<file path="config.mk">
export PLATFORM = sky130hd
export DESIGN_NAME = slp_ctl_reg
export DESIGN_NICKNAME = d
export VERILOG_FILES = /design/src/rtl/slp_ctl_pkg.sv /design/src/rtl/slp_unlock_win.sv /design/src/rtl/slp_prot_timer.sv /design/src/rtl/slp_det_latch.sv /design/src/rtl/slp_ctl_reg.sv
export SDC_FILE = /design/constraint.sdc
export NUM_CORES = 1
export LEC_CHECK = 0
export ABC_CLOCK_PERIOD_IN_PS = 1300
export BUFFER_PORTS_ARGS = -buffer_cell sky130_fd_sc_hd__buf_2
export CORE_AREA = 3 3 40 42
export DETAILED_ROUTE_END_ITERATION = 7
export DIE_AREA = 0 0 43 45
export GPL_TIMING_DRIVEN = 0
export PLACE_DENSITY_LB_ADDON = 0.08
export SLEW_MARGIN = 30
export SYNTH_ARGS = -nofsm -noshare
export SYNTH_HDL_FRONTEND = slang
export SYNTH_SLANG_ARGS = --single-unit
</file>
<file path="constraint.sdc">
create_clock -name clk -period 1.3 [get_ports clk]
set_input_delay 0.195 -clock clk [delete_from_list [all_inputs] [get_ports clk]]
set_output_delay 0.195 -clock clk [all_outputs]
set_load 0.1 [all_outputs]
</file>
<file path="src/rtl/slp_ctl_pkg.sv">
package slp_ctl_pkg;
  localparam int REG_W    = 8;
  localparam int BIT_PROT = 6;
  localparam int BIT_EN   = 5;
  localparam int BIT_PUD  = 4;
endpackage

</file>
<file path="src/rtl/slp_unlock_win.sv">
module slp_unlock_win #(
  parameter int WIN_CYC = 4
) (
  input  logic clk,
  input  logic rst,
  input  logic open_req,
  input  logic close_req,
  output logic win_open
);
  localparam int WW = $clog2(WIN_CYC + 1);
  logic [WW-1:0] cnt_q;

  always_ff @(posedge clk) begin
    if (rst)                          cnt_q <= '0;
    else if (open_req)                cnt_q <= WW'(WIN_CYC);
    else if (close_req)               cnt_q <= '0;
    else if (cnt_q != '0)             cnt_q <= cnt_q - 1'b1;
  end

  assign win_open = (cnt_q != '0);
endmodule

</file>
<file path="src/rtl/slp_prot_timer.sv">
module slp_prot_timer #(
  parameter int SET_DLY = 3,
  parameter int ACT_CYC = 3
) (
  input  logic clk,
  input  logic rst,
  input  logic start,
  output logic is_set,
  output logic is_active
);
  localparam int TOT = SET_DLY + ACT_CYC;
  localparam int CW  = $clog2(TOT + 1);
  logic [CW-1:0] cnt_q;

  always_ff @(posedge clk) begin
    if (rst)                cnt_q <= '0;
    else if (start)         cnt_q <= CW'(TOT);
    else if (cnt_q != '0)   cnt_q <= cnt_q - 1'b1;
  end

  assign is_set    = (cnt_q != '0);
  assign is_active = is_set && (cnt_q <= CW'(ACT_CYC));
endmodule

</file>
<file path="src/rtl/slp_det_latch.sv">
module slp_det_latch (
  input  logic clk,
  input  logic rst,
  input  logic sleep_req,
  input  logic armed,
  input  logic wake,
  output logic off_q
);
  always_ff @(posedge clk) begin
    if (rst)                     off_q <= 1'b0;
    else if (wake)               off_q <= 1'b0;
    else if (sleep_req && armed) off_q <= 1'b1;
  end
endmodule

</file>
<file path="src/rtl/slp_ctl_reg.sv">
module slp_ctl_reg
  import slp_ctl_pkg::*;
#(
  parameter int WIN_CYC = 4,
  parameter int SET_DLY = 3,
  parameter int ACT_CYC = 3
) (
  input  logic             clk,
  input  logic             rst,
  input  logic             wr_en,
  input  logic [REG_W-1:0] wr_data,
  output logic [REG_W-1:0] rd_data,
  input  logic             sleep_req,
  input  logic             wake,
  output logic             det_off,
  output logic             pud_out
);
  logic step_one, step_two, win_open, prot_set, prot_act, pud_q;

  assign step_one = wr_en &&  wr_data[BIT_PROT] &&  wr_data[BIT_EN];
  assign step_two = wr_en &&  wr_data[BIT_PROT] && !wr_data[BIT_EN];

  slp_unlock_win #(.WIN_CYC(WIN_CYC)) u_win (
    .clk(clk), .rst(rst),
    .open_req(step_one), .close_req(step_two && win_open),
    .win_open(win_open)
  );

  slp_prot_timer #(.SET_DLY(SET_DLY), .ACT_CYC(ACT_CYC)) u_tmr (
    .clk(clk), .rst(rst),
    .start(step_two && win_open),
    .is_set(prot_set), .is_active(prot_act)
  );

  slp_det_latch u_lat (
    .clk(clk), .rst(rst),
    .sleep_req(sleep_req), .armed(prot_act), .wake(wake),
    .off_q(det_off)
  );

  always_ff @(posedge clk) begin
    if (rst)        pud_q <= 1'b0;
    else if (wr_en) pud_q <= wr_data[BIT_PUD];
  end

  assign pud_out = pud_q;

  always_comb begin
    rd_data           = '0;
    rd_data[BIT_PROT] = prot_set;
    rd_data[BIT_EN]   = win_open;
    rd_data[BIT_PUD]  = pud_q;
  end
endmodule

</file>
==> results of run 1 <==
[metrics by stage]
stage	TNS (ns)	instance area [um2]	hold slack, ns
2_1_floorplan	0	454	0.274
3_3_place_gp	-0.416	528	0.360
3_5_place_dp	-0.417	528	0.367
4_1_cts	-0.0984	633	0.0898
5_1_grt	-0.178	656	0.112
6_report	-0.0706	656	0.102
[synthesized netlist by cell type]
library cell	n
nand2_1	4
clkbuf_1	1
mux2i_1	2
or3_2	1
a2111oi_2	1
dfxtp_1	8
buf_4	8
inv_1	4
nor2_1	3
a21oi_1	3
a211oi_1	1
nor3_1	1
or2_0	1
nor2b_2	1
conb_1	1
ha_1	2
nand3_1	4
a31oi_1	2
and3b_1	1
or2_1	1
nand3b_1	1
[what timing repair did]
action,CTS,global route
setup buffers,6,1
gates resized for setup,19,2
setup endpoints to repair,2,4
pin swaps,2,1
hold buffers,0,0
[cell type report]
type                            count  area [um2]
Tap cell                           15        18.8
Sequential cell                     8         166
Inverter                            4        15.0
Buffer                              7        48.8
Fill cell                         136         629
Timing Repair Buffer               18         140
Multi-Input combinational cell     34         244
Clock buffer                        3        22.5
[worst max-delay path by stage]
stage,start,endpoint,slack [ns],cells after the start
floorplan,u_win.cnt_q[0],rd_data[5],0.02,5
global placement,u_win.cnt_q[0],rd_data[5],-0.32,6
detailed placement,u_win.cnt_q[0],rd_data[5],-0.33,6
CTS,u_win.cnt_q[1],rd_data[5],-0.06,5
global route,u_win.cnt_q[1],rd_data[5],-0.09,5
finish,u_win.cnt_q[1],rd_data[5],-0.05,5
[critical path: cells and delay by family, from the launching register on]
kind,cells,cell delay (ns)
adders and majority gates,1,0.15
DFF,1,0.33
and+or+nand+nor,1,0.12
buffers and inverters,3,0.30
[metal layers]
| metal | vias to the layer above | wire length (um) |
|---|---|---|
| met2 | 12 | 391 |
| met3 | 2 | 72 |
| li1 | 204 | - |
| met5 | - | 0 |
| met4 | 0 | 9 |
| met1 | 152 | 395 |
[where the power goes]
group | internal (W) | switching [W] | total, W
logic | 0.000409 | 0.000576 | 0.000985
registers | 0.000299 | 0.0000353 | 0.000334
clock network | 0.000105 | 0.0000821 | 0.000188
total | 0.000814 | 0.000693 | 0.00151
[flip-flops by register name, indices dropped and copies added, names as in the netlist]
name	cells
u_lat.off_q	1
u_tmr.cnt_q	3
pud_out	1
u_win.cnt_q	3
[cells by family (layout without fill, tap and decap cells)]
logic type / count (synthesis) / after routing / synth area share (%)
multiplexers: 2 / 2 / 4.61
buffers and inverters: 13 / 32 / 18.2
AO/OA/AOI/OAI: 7 / 7 / 11.5
flip-flops: 8 / 8 / 36.9
AND/OR/NAND/NOR: 18 / 18 / 22.2
adder cells (fa/ha/maj): 2 / 2 / 5.76
other: 1 / 5 / 0.864
==> impl_metrics.json, run 1 <==
{
  "status": "complete, but fails checks",
  "violations": "setup timing",
  "ys_warn_count": 0,
  "cp.required_ns": 1.11,
  "critPathMaxStageDelay_ns": 0.33,
  "gr-max-usage-layer": "met2",
  "ys_seq_area_share_pct": 36.9,
  "grt-ovfl-total": 0,
  "rows": 13,
  "grt_pass1_wl_mm": 1.49,
  "path_cells": "inv_2 -> ha_4 -> nor2b_4 -> inv_2 -> buf_12",
  "r2r-end": "u_tmr.cnt_q[0]",
  "hold_viol": 0,
  "start_util_pct": 33.8,
  "clock_latency_ns": 0.25,
  "grt_use_met1_pct": 13.5,
  "clock_sinks": 8,
  "skew_ns": 0.000587,
  "grt_max_degree": 9,
  "met2_usage_pct": 14.4,
  "arrival_ns": 1.15,
  "cp_slowest_cell": "dfxtp_2",
  "post-route-period-util_pct": 104,
  "r2r_start": "u_win.cnt_q[1]",
  "yosys.area.top_type_share_pct": 36.9,
  "grt_pass1_vias": 371,
  "p_total_w": 0.00151,
  "reg2reg_slack_ns": 0.05,
  "cts_tree": "done",
  "gp_congestion": 0.644,
  "ant_nets": 0,
  "dp_slack_ns": -0.332,
  "min_from": "wake",
  "cts_made_buffers": 3,
  "synth_cell_type_count": 21,
  "port_buffers": 11,
  "wl_um": 868,
  "netlist_area_um2": 434,
  "nets": 91,
  "layout_setup_ws_ns": -0.0485,
  "yosys-top-cells-area": "dfxtp_1 (37%), buf_4 (14%), ha_1 (5.8%), mux2i_1 (4.6%), nand3_1 (4.6%)",
  "holdPathEnd": "u_lat.off_q",
  "drcViolationCount": 0,
  "antenna_found_initial": 0,
  "syn_to_final_growth_pct": 51.0,
  "crit_path_frequent_cell": "inv_2",
  "fin_util_pct": 51.0,
  "end_kind": "primary output",
  "drt-initial-drc-count": 7,
  "p_leak_nw": 0.311,
  "cts.path.max_buffers": 2,
  "core-area_um2": 1280,
  "place_hpwl_um": 616,
  "use_met3_pct": 2.39,
  "instances_no_fill": 89,
  "dp_cells": 81,
  "rsz0062_at_grt": "true",
  "vias_per_cell": 4.16,
  "ys_seq_elements": 8,
  "avgSynthCellArea_um2": 8.51,
  "layout_common_cells": "buf_4 (13), buf_2 (8), conb_1 (5), dfxtp_2 (5)",
  "die_y_um": 45,
  "design.die.area_um2": 1940,
  "wl_per_cell_um": 9.75,
  "period_needed_ns": 1.35,
  "hold_path_depth": 2,
  "layout_commonest_cell": "buf_4",
  "fp.dieW_um": 43,
  "htree_num_levels": 1,
  "crit_path_start_kind": "register",
  "slew_viol_final": 0,
  "clk_pin_slew_ns": 0.05,
  "drive_gt1_share_pct": 52.7,
  "cap_violations": 0,
  "pin_count": 23,
  "ir_worst_vdd_mv": 0.832,
  "cts-root-buf": "clkbuf_4",
  "worstPathMaxFanout": 2,
  "fmax_ghz": 0.742,
  "grtUsageTotal_pct": 10.7,
  "firstDrtPassIters": 2,
  "diodes": 0,
  "yosysTopAreaCell": "dfxtp_1",
  "setup_viol": 2,
  "critPathKind": "reg2out",
  "power_density_nw_per_um2": 2300,
  "r2r_cells": 6,
  "vias": 370,
  "worstHoldPathType": "in2reg",
  "syn_inst": 51
}
(Power assumes the default switching activity.)
==> run 2, diff against run 1 <==
--- a/config.mk
+++ b/config.mk
@@ -5,7 +5,7 @@
 export SDC_FILE = /design/constraint.sdc
 export NUM_CORES = 1
 export LEC_CHECK = 0
-export ABC_CLOCK_PERIOD_IN_PS = 1300
+export ABC_CLOCK_PERIOD_IN_PS = 1700
 export BUFFER_PORTS_ARGS = -buffer_cell sky130_fd_sc_hd__buf_2
 export CORE_AREA = 3 3 40 42
 export DETAILED_ROUTE_END_ITERATION = 7
==> constraint.sdc (replaced) <==
create_clock -name clk -period 1.7 [get_ports clk]
set_input_delay 0.255 -clock clk [delete_from_list [all_inputs] [get_ports clk]]
set_output_delay 0.255 -clock clk [all_outputs]
set_load 0.1 [all_outputs]
==> run 2 against run 1 <==
The flow now finishes without violations. Global-route usage fell by 1.2 points. Register-to-register slack improved by 0.46 ns. Clock power fell by 22%. Final area fell by 12%. Cell count fell by 4.5%. Die area did not move.
==> impl_metrics.json, run 2 (synthesis results as in run 1) <==
{
  "hold_viol": 0,
  "p_leak_nw": 0.286,
  "path_cells": "or3_2 -> buf_4 -> buf_4",
  "ir_worst_vdd_mv": 0.525,
  "crit_path_frequent_cell": "buf_4",
  "clk_pin_slew_ns": 0.05,
  "grt-ovfl-total": 0,
  "cts_hold_buf": 0,
  "arrival_ns": 1.41,
  "fmax_ghz": 0.602,
  "worstPathMaxFanout": 4,
  "pin_count": 23,
  "grtUsageTotal_pct": 9.48,
  "post-route-period-util_pct": 97.7,
  "cts_made_buffers": 3,
  "grt_max_degree": 9,
  "drt-initial-drc-count": 1,
  "core-area_um2": 1280,
  "vias_per_cell": 4.34,
  "cts.path.max_buffers": 2,
  "status": "finished, final reports clean",
  "antenna_found_initial": 0,
  "setup_viol": 0,
  "crit_path_start_kind": "register",
  "cp.required_ns": 1.44,
  "critPathKind": "reg2out",
  "finish.instance_area_um2": 578,
  "cts_tree": "done",
  "period_needed_ns": 1.66,
  "wl_per_cell_um": 8.98,
  "clock_latency_ns": 0.25,
  "largestRegisters": "u_tmr.cnt_q x3, u_win.cnt_q x3",
  "end_kind": "primary output",
  "rows": 13,
  "layout_commonest_cell": "buf_4",
  "nets": 87,
  "layout_common_cells": "buf_4 (10), buf_2 (9), dfxtp_1 (8)",
  "rsz0062_at_grt": "false",
  "reg2reg_slack_ns": 0.51,
  "skew_ns": 0.000877,
  "gp_congestion": 0.688,
  "place_area_um2": 523,
  "cts-root-buf": "clkbuf_4",
  "cap_violations": 0,
  "firstDrtPassIters": 2,
  "cp_slowest_cell": "or3_2",
  "port_buffers": 11,
  "cp_top_family": "simple AND/OR/NAND/NOR gates",
  "wl_um": 763,
  "grt_pass1_vias": 328,
  "clock_sinks": 8,
  "critPathMaxStageDelay_ns": 0.47,
  "drive_gt1_share_pct": 38.6,
  "ant_nets": 0,
  "power_density_nw_per_um2": 1830,
  "die_y_um": 45,
  "path_buf_inv": 2,
  "diodes": 0,
  "grt_pass1_wl_mm": 1.32,
  "fp.dieW_um": 43,
  "place_hpwl_um": 603,
  "htree_num_levels": 1,
  "worstHoldPathType": "in2reg",
  "start_util_pct": 33.8,
  "setup_tns_ns": 0,
  "vias": 369,
  "slew_viol_final": 0,
  "design.die.area_um2": 1940,
  "drcViolationCount": 0,
  "syn_to_final_growth_pct": 33.1
}
[run 2: cell types whose count changed in the layout (fill, tap and decap cells not counted), sizes merged]
| cell | previous run | this run |
|---|---|---|
| buf | 23 | 20 |
| clkbuf | 5 | 4 |
[run 2: final cells by class]
type / instances / area, um2
Inverter: 4 / 17.5
Multi-Input combinational cell: 34 / 215
Sequential cell: 8 / 160
Tap cell: 15 / 18.8
Buffer: 9 / 63.8
Timing Repair Buffer: 12 / 80.1
Fill cell: 138 / 707
Clock buffer: 3 / 22.5
[run 2: repair_timing]
action                                  CTS  global route
resized for setup                         5             3
buffers inserted                          0             1
endpoints found under the setup margin    2             1
[run 2: path summary, 6_finish.rpt]
check            startpoint        endpoint  cells after the start
max          u_tmr.cnt_q[2]      rd_data[6]                      3
min                    wake     u_lat.off_q                      2
max reg2reg  u_win.cnt_q[0]  u_tmr.cnt_q[0]                      5
min reg2reg  u_win.cnt_q[1]  u_win.cnt_q[1]                      2
[run 2: metrics by stage]
| step | hold slack, ns | utilization, % | setup slack (ns) | total power [W] | std cells |
|---|---|---|---|---|---|
| finish | 0.160 | 45.0 | 0.0385 | 0.00106 | 85 |
| CTS | 0.157 | 43.4 | 0.00750 | 0.000989 | 84 |
| floorplan | 0.334 | - | 0.0723 | 0.000719 | 55 |
| global route | 0.171 | 45.0 | 0.00625 | 0.00112 | 85 |
| global placement | 0.423 | 40.7 | 0.00442 | 0.000787 | 81 |
| detailed placement | 0.429 | 40.7 | 0.00602 | 0.000787 | 81 |
[run 2: where the power goes]
group	switching (W)	total [W]	internal, W
sequential	0.0000245	0.000248	0.000224
clock	0.0000654	0.000146	0.0000809
combinational	0.000411	0.000663	0.000253
[run 2: per-layer routing]
| metal | global-route usage [%] | part of all wire [%] | routed length [um] |
|---|---|---|---|
| met5 | 0 | 0 | 0 |
| met2 | 13.2 | 39 | 301 |
| met4 | 9.04 | 1.2 | 9 |
| met3 | 2.39 | 10 | 77 |
| met1 | 11.8 | 49 | 374 |
[run 2: worst register-to-register path: stages (launching register included)]
cell and delay, ns:
dfxtp_1 0.30, inv_1 0.10, ha_1 0.18, nor2b_4 0.18, inv_4 0.06, a2111oi_2 0.27
